## src/rtl/ism_pkg.sv

```systemverilog
package ism_pkg;
  typedef enum logic [1:0] {
    SEQ_IDLE  = 2'd0,
    SEQ_DMA   = 2'd1,
    SEQ_STALL = 2'd2
  } seq_state_e;
endpackage

```

## src/rtl/ism_interval_timer.sv

```systemverilog
module ism_interval_timer #(
  parameter int TW = 16
) (
  input  logic          clk,
  input  logic          rst_n,
  input  logic          enable,
  input  logic [TW-1:0] period,
  output logic          expiry
);
  logic [TW-1:0] elapsed;

  // A programmed period of zero is treated as one cycle.
  function automatic logic [TW-1:0] eff_period(input logic [TW-1:0] p);
    return (p == '0) ? TW'(1) : p;
  endfunction

  // Greater-or-equal, so that shortening the period takes effect at once.
  function automatic logic reached(input logic [TW-1:0] e, input logic [TW-1:0] p);
    return e >= (eff_period(p) - TW'(1));
  endfunction

  assign expiry = enable && reached(elapsed, period);

  always_ff @(posedge clk) begin
    if (!rst_n)                 elapsed <= '0;
    else if (!enable || expiry) elapsed <= '0;
    else                        elapsed <= elapsed + TW'(1);
  end
endmodule

```

## src/rtl/ism_stall_counter.sv

```systemverilog
module ism_stall_counter #(
  parameter int CW = 8
) (
  input  logic          clk,
  input  logic          rst_n,
  input  logic          enable,
  input  logic          expiry,
  input  logic          stall,
  output logic [CW-1:0] count,
  output logic [CW-1:0] sample_data,
  output logic          sample_valid
);
  localparam logic [CW-1:0] CNT_MAX = '1;

  function automatic logic [CW-1:0] sat_inc(input logic [CW-1:0] c);
    return (c == CNT_MAX) ? c : c + CW'(1);
  endfunction

  // A stall on the expiry edge opens the next interval.
  always_ff @(posedge clk) begin
    if (!rst_n)       count <= '0;
    else if (!enable) count <= '0;
    else if (expiry)  count <= stall ? CW'(1) : '0;
    else if (stall)   count <= sat_inc(count);
  end

  always_ff @(posedge clk) begin
    if (!rst_n) begin
      sample_data  <= '0;
      sample_valid <= 1'b0;
    end else begin
      sample_valid <= expiry;
      if (expiry) sample_data <= count;
    end
  end
endmodule

```

## src/rtl/ism_sequencer.sv

```systemverilog
module ism_sequencer
  import ism_pkg::*;
(
  input  logic       clk,
  input  logic       rst_n,
  input  logic       enable,
  input  logic       mem_access,
  input  logic       stall,
  input  logic       expiry,
  output seq_state_e state,
  output logic       enter_stall,
  output logic       xtrig
);
  seq_state_e nxt;

  always_comb begin
    nxt = state;
    unique case (state)
      SEQ_IDLE:  if (mem_access) nxt = SEQ_DMA;
      SEQ_DMA:   if (stall)      nxt = SEQ_STALL;
      SEQ_STALL: if (expiry)     nxt = SEQ_IDLE;
      default:                   nxt = SEQ_IDLE;
    endcase
  end

  assign enter_stall = enable && (state == SEQ_DMA) && (nxt == SEQ_STALL);

  always_ff @(posedge clk) begin
    if (!rst_n) begin
      state <= SEQ_IDLE;
      xtrig <= 1'b0;
    end else if (!enable) begin
      state <= SEQ_IDLE;
      xtrig <= 1'b0;
    end else begin
      state <= nxt;
      xtrig <= enter_stall;
    end
  end
endmodule

```

## src/rtl/ism_status_monitor.sv

```systemverilog
module ism_status_monitor
  import ism_pkg::*;
#(
  parameter int CW = 8,
  parameter int TW = 16
) (
  input  logic          clk,
  input  logic          rst_n,
  input  logic          enable,
  input  logic [TW-1:0] interval_len,
  input  logic          stall_in,
  input  logic          mem_access_in,
  output logic [CW-1:0] sample_data,
  output logic          sample_valid,
  output logic          xtrig_out,
  output logic [1:0]    seq_state
);
  logic          tmr_expiry;
  logic [CW-1:0] stall_count;
  logic          seq_enter_stall;
  seq_state_e    seq_q;

  ism_interval_timer #(.TW(TW)) u_timer (
    .clk    (clk),
    .rst_n  (rst_n),
    .enable (enable),
    .period (interval_len),
    .expiry (tmr_expiry)
  );

  ism_stall_counter #(.CW(CW)) u_count (
    .clk          (clk),
    .rst_n        (rst_n),
    .enable       (enable),
    .expiry       (tmr_expiry),
    .stall        (stall_in),
    .count        (stall_count),
    .sample_data  (sample_data),
    .sample_valid (sample_valid)
  );

  ism_sequencer u_seq (
    .clk         (clk),
    .rst_n       (rst_n),
    .enable      (enable),
    .mem_access  (mem_access_in),
    .stall       (stall_in),
    .expiry      (tmr_expiry),
    .state       (seq_q),
    .enter_stall (seq_enter_stall),
    .xtrig       (xtrig_out)
  );

  assign seq_state = seq_q;
endmodule

```

## config.mk

```make
export PLATFORM = sky130hd
export DESIGN_NAME = ism_status_monitor
export DESIGN_NICKNAME = d
export VERILOG_FILES = /design/src/rtl/ism_pkg.sv /design/src/rtl/ism_interval_timer.sv /design/src/rtl/ism_stall_counter.sv /design/src/rtl/ism_sequencer.sv /design/src/rtl/ism_status_monitor.sv
export SDC_FILE = /design/constraint.sdc
export NUM_CORES = 1
export LEC_CHECK = 0
export ABC_AREA = 0
export BUFFER_PORTS_ARGS = -buffer_cell sky130_fd_sc_hd__buf_2
export CAP_MARGIN = 15
export CORE_UTILIZATION = 45
export CTS_BUF_LIST = sky130_fd_sc_hd__clkbuf_8
export DETAILED_ROUTE_END_ITERATION = 10
export PLACE_DENSITY = 0.68
export SLEW_MARGIN = 10
export SYNTH_ARGS = -nofsm -noshare
export SYNTH_HDL_FRONTEND = slang
export SYNTH_SLANG_ARGS = --single-unit
```

## constraint.sdc

```tcl
create_clock -name clk -period 3.4 [get_ports clk]
set_input_delay 0.34 -clock clk [delete_from_list [all_inputs] [get_ports clk]]
set_output_delay 0.34 -clock clk [all_outputs]
set_load 0.03 [all_outputs]
```

==> impl_metrics.toml <==
[status]
run_status = "finished, final reports clean"

[timing]
fin_worst_skew_ns = 0.00199
highest_clock_rate_mhz = 305
finalHoldViolations = 0
finalSetupViolations = 0
report.final.slew_viol_count = 0
worst_pin_slew_ns = 0.588
max-slew-margin-rel = 0.604
whs_ns = 0.347
fin_crit_sh = 0.963
finalWorstPathRequiredPeriod_ns = 3.27

[pwr]
power.switching_fraction = 0.238
vdd_drop_max_uv = 266
pwr-share-clk = 0.381
power-per-cell-area_nw_per_um2 = 305
power_report.internal_total_uw = 656
seq_power_share = 0.496
leakage_uw = 0.00113
power_switching_uw = 205
share_comb_of_total_power = 0.122

[route]
detail_route.wirelength_microns = 4990
wl_per_cell_microns = 12.7
drt_first_pass_iters = 4
via_per_inst = 5.22
drcViolationCount = 0
route.antenna.remaining_nets = 0
via_count_of_the_routed_design = 2056
drt-initial-drc-count = 57

[cells_and_area]
stdcell_area_sq_um = 2830
seqCellArea_sq_um = 721
area.growth.synth_to_final_pct = 26.1
layout.filler_cells = 452
post_route_cells_drive_above_1_share = 0.281
layout.core_utilization = 0.594
antenna_cells = 0
multi_input_area_sq_um = 1480
net_total_in_the_final_layout = 367

[yosys]
synth_top_cell_by_area = "sky130_fd_sc_hd__dfxtp_1"
yosysUniqueCellTypes = 40
postSynthNetCount = 306
yosys-top-cells-area = "sky130_fd_sc_hd__dfxtp_1 (32%), sky130_fd_sc_hd__ha_1 (11%), sky130_fd_sc_hd__nor2_1 (6.7%), sky130_fd_sc_hd__xnor2_1 (6.6%), sky130_fd_sc_hd__xor2_1 (4.7%)"
synth_async_sr_flop_share = 0
synth_seq_cells = 36
synthMostInstantiatedCell = "sky130_fd_sc_hd__nor2_1"
synthDominantCellAreaShare = 0.322
synth-seq-area-share = 0.322
postSynthCellCount = 266
synth_edf_count = 0
post_synth_instance_area_sq_um = 2240
postSynth.topFlopCell = "sky130_fd_sc_hd__dfxtp_1"
ys_warn_count = 0
postSynthAreaPerCell_sq_um = 8.42
synth_commonest_cells = "sky130_fd_sc_hd__nor2_1 (40), sky130_fd_sc_hd__dfxtp_1 (36), sky130_fd_sc_hd__ha_1 (19), sky130_fd_sc_hd__nand2_1 (19), sky130_fd_sc_hd__xnor2_1 (17)"

[clock_network]
clk_pin_slew_ns = 0.07
cts_sinks = 36
tritoncts.num_buffers = 5
tritoncts = "yes"
clock_insertion_delay_worst_skew_ns = 0.28
cts-root-buf = "sky130_fd_sc_hd__clkbuf_8"
max-clock-path-buffers = 2
post_cts_hold_buffer_count = 0
htree_num_levels = 2

[worst_setup_path]
rr_worst_depth = 8
slowest_stage = "sky130_fd_sc_hd__or4_4"
ff2ff_setup_slack_ns = 1.24
endpoint_kind = "flop"
critical_path.reg2reg.endpoint = "u_count.count[6]"
timing.critical_path.cells = "buf_2, or4_4, buf_4, or4_4, nor3_4, xnor2_1, ha_1, nand2_2, o21a_1, a21bo_4, or3_4, buf_4, a211oi_2"
cp-endpoint = "u_count.count[6]"
crit_path_start_kind = "input port"
worst-setup-path-type = "input port to flop"
startpoint = "interval_len[4]"
arrival_ns = 3.48
worst_r2r_startpoint = "u_timer.elapsed[0]"
critical_path.max_stage_delay_ns = 0.56
max_fo_critical_path = 4
critical_path_required_ns = 3.60

[floorplan]
placement_rows = 25
boundaryPins = 33
die_w_microns = 72.6
initial_utilization = 0.471
coreArea_sq_um = 4750
die-area_sq_um = 5270
dieHeight_microns = 72.6

[grt]
global_route.usage.total = 0.199
grt_pass1_vias = 1848
largest_net_degree_at_the_start_of_global_routing = 26
grt_util_met2 = 0.331
groute.layer.met3.usage = 0.0333
global_route.peak_usage_layer = "met2"
grt_pass1_wl_microns = 8290
globalRoute.totalOverflow = 0
grt.met1_usage = 0.265
number_of_antenna_violations_at_the_first_check_in_global_routing = 0

[place]
place.port_buffers = 32
gp_congestion = 0.835
postPlaceCellArea_sq_um = 2690
final_hpwl_from_detailed_placement_microns = 3820

[hold_path]
whs_path_depth = 3
worst_hold_path_type = "input port to flop"

[flow_run]
cap_viol_max_count = 0
==> cell type report <==
cell class,count,share of cell area
Inverter,9,0.0120
Multi-Input combinational cell,210,0.525
Sequential cell,36,0.255
Timing Repair Buffer,65,0.144
Clock buffer,7,0.0341
Tap cell,67,0.0297
==> critical path, delay by kind of cell <==
kind | cells | cell delay [ns]
simple gates | 5 | 1.75
fa+ha+maj | 1 | 0.26
xor+xnor | 1 | 0.14
buf+inv | 3 | 0.43
compound gates | 3 | 0.54
==> routing by layer <==
| metal | part of all wire | vias up |
|---|---|---|
| met5 | 0 | - |
| met4 | 0.0080 | 0 |
| met3 | 0.024 | 5 |
| met2 | 0.48 | 30 |
| met1 | 0.49 | 952 |
| li1 | - | 1069 |
==> power groups by stage <==
| stage | registers [uW] | clock network, uW | logic, uW |
|---|---|---|---|
| final | 428 | 328 | 106 |
| after global routing | 428 | 354 | 118 |
| after CTS | 428 | 338 | 104 |
| after detailed placement | 438 | 0 | 103 |
| after global placement | 438 | 0 | 102 |
| after floorplan | 438 | 0 | 52.3 |
==> cells in the final DEF (no fill, tap or decap), drive strengths merged <==
master / n
buf: 65
nor2: 40
dfxtp: 36
ha: 19
nand2: 19
xnor2: 17
nand3: 16
xor2: 12
nand4: 12
inv: 9
o21ai: 9
nand3b: 8
o221ai: 8
nor3: 8
clkbuf: 7
a21oi: 7
or3: 6
and3: 4
mux2i: 3
nor4: 3
or4: 2
o211ai: 2
and4: 2
a211oi: 2
nor4b: 1
a21boi: 1
o21a: 1
a21bo: 1
nor3b: 1
a32o: 1
nand2b: 1
o21bai: 1
or3b: 1
a32oi: 1
a31oi: 1
==> cell families after synthesis <==
| logic type | count (synthesis) | synth area share |
|---|---|---|
| and+or+nand+nor | 124 | 0.298 |
| AOI/OAI and AO/OA | 35 | 0.106 |
| muxes | 3 | 0.0134 |
| xor gates and xnor gates | 29 | 0.113 |
| adders and majority gates | 19 | 0.106 |
| buffers and inverters | 20 | 0.0419 |
| DFF | 36 | 0.322 |
==> flip-flops by register name (all words and copies together) (netlist names) <==
| name | cells |
|---|---|
| u_seq.state | 2 |
| u_seq.xtrig | 1 |
| u_count.sample_valid | 1 |
| u_count.count | 8 |
| u_count.sample_data | 8 |
| u_timer.elapsed | 16 |
==> worst min path at each step <==
stage | from | to | slack (ns)
2_1_floorplan | u_timer.elapsed[0] | u_timer.elapsed[0] | 0.45
3_3_place_gp | u_seq.state[0] | u_seq.xtrig | 0.47
3_5_place_dp | u_seq.state[1] | u_seq.state[0] | 0.46
4_1_cts | stall_in | u_seq.xtrig | 0.33
5_1_grt | stall_in | u_seq.xtrig | 0.35
6_report | stall_in | u_seq.xtrig | 0.35
==> through the flow <==
step                      total power (uW)  setup slack [ns]  setup TNS (ns)  instances
after floorplan                        491           -0.0729           -1.51        266
after global placement                 540            -0.172           -4.11        385
after detailed placement               541            -0.261           -6.58        385
after CTS                              870            0.0355               0        392
after global routing                   901           -0.0316         -0.0373        394
final                                  862             0.126               0        394
==> what timing repair did <==
item | in CTS | in global routing
endpoints found under the setup margin | 0 | 34
buffers inserted | 0 | 2
gates resized for setup | 0 | 7
Note: power is estimated with default switching activity, not from simulation.
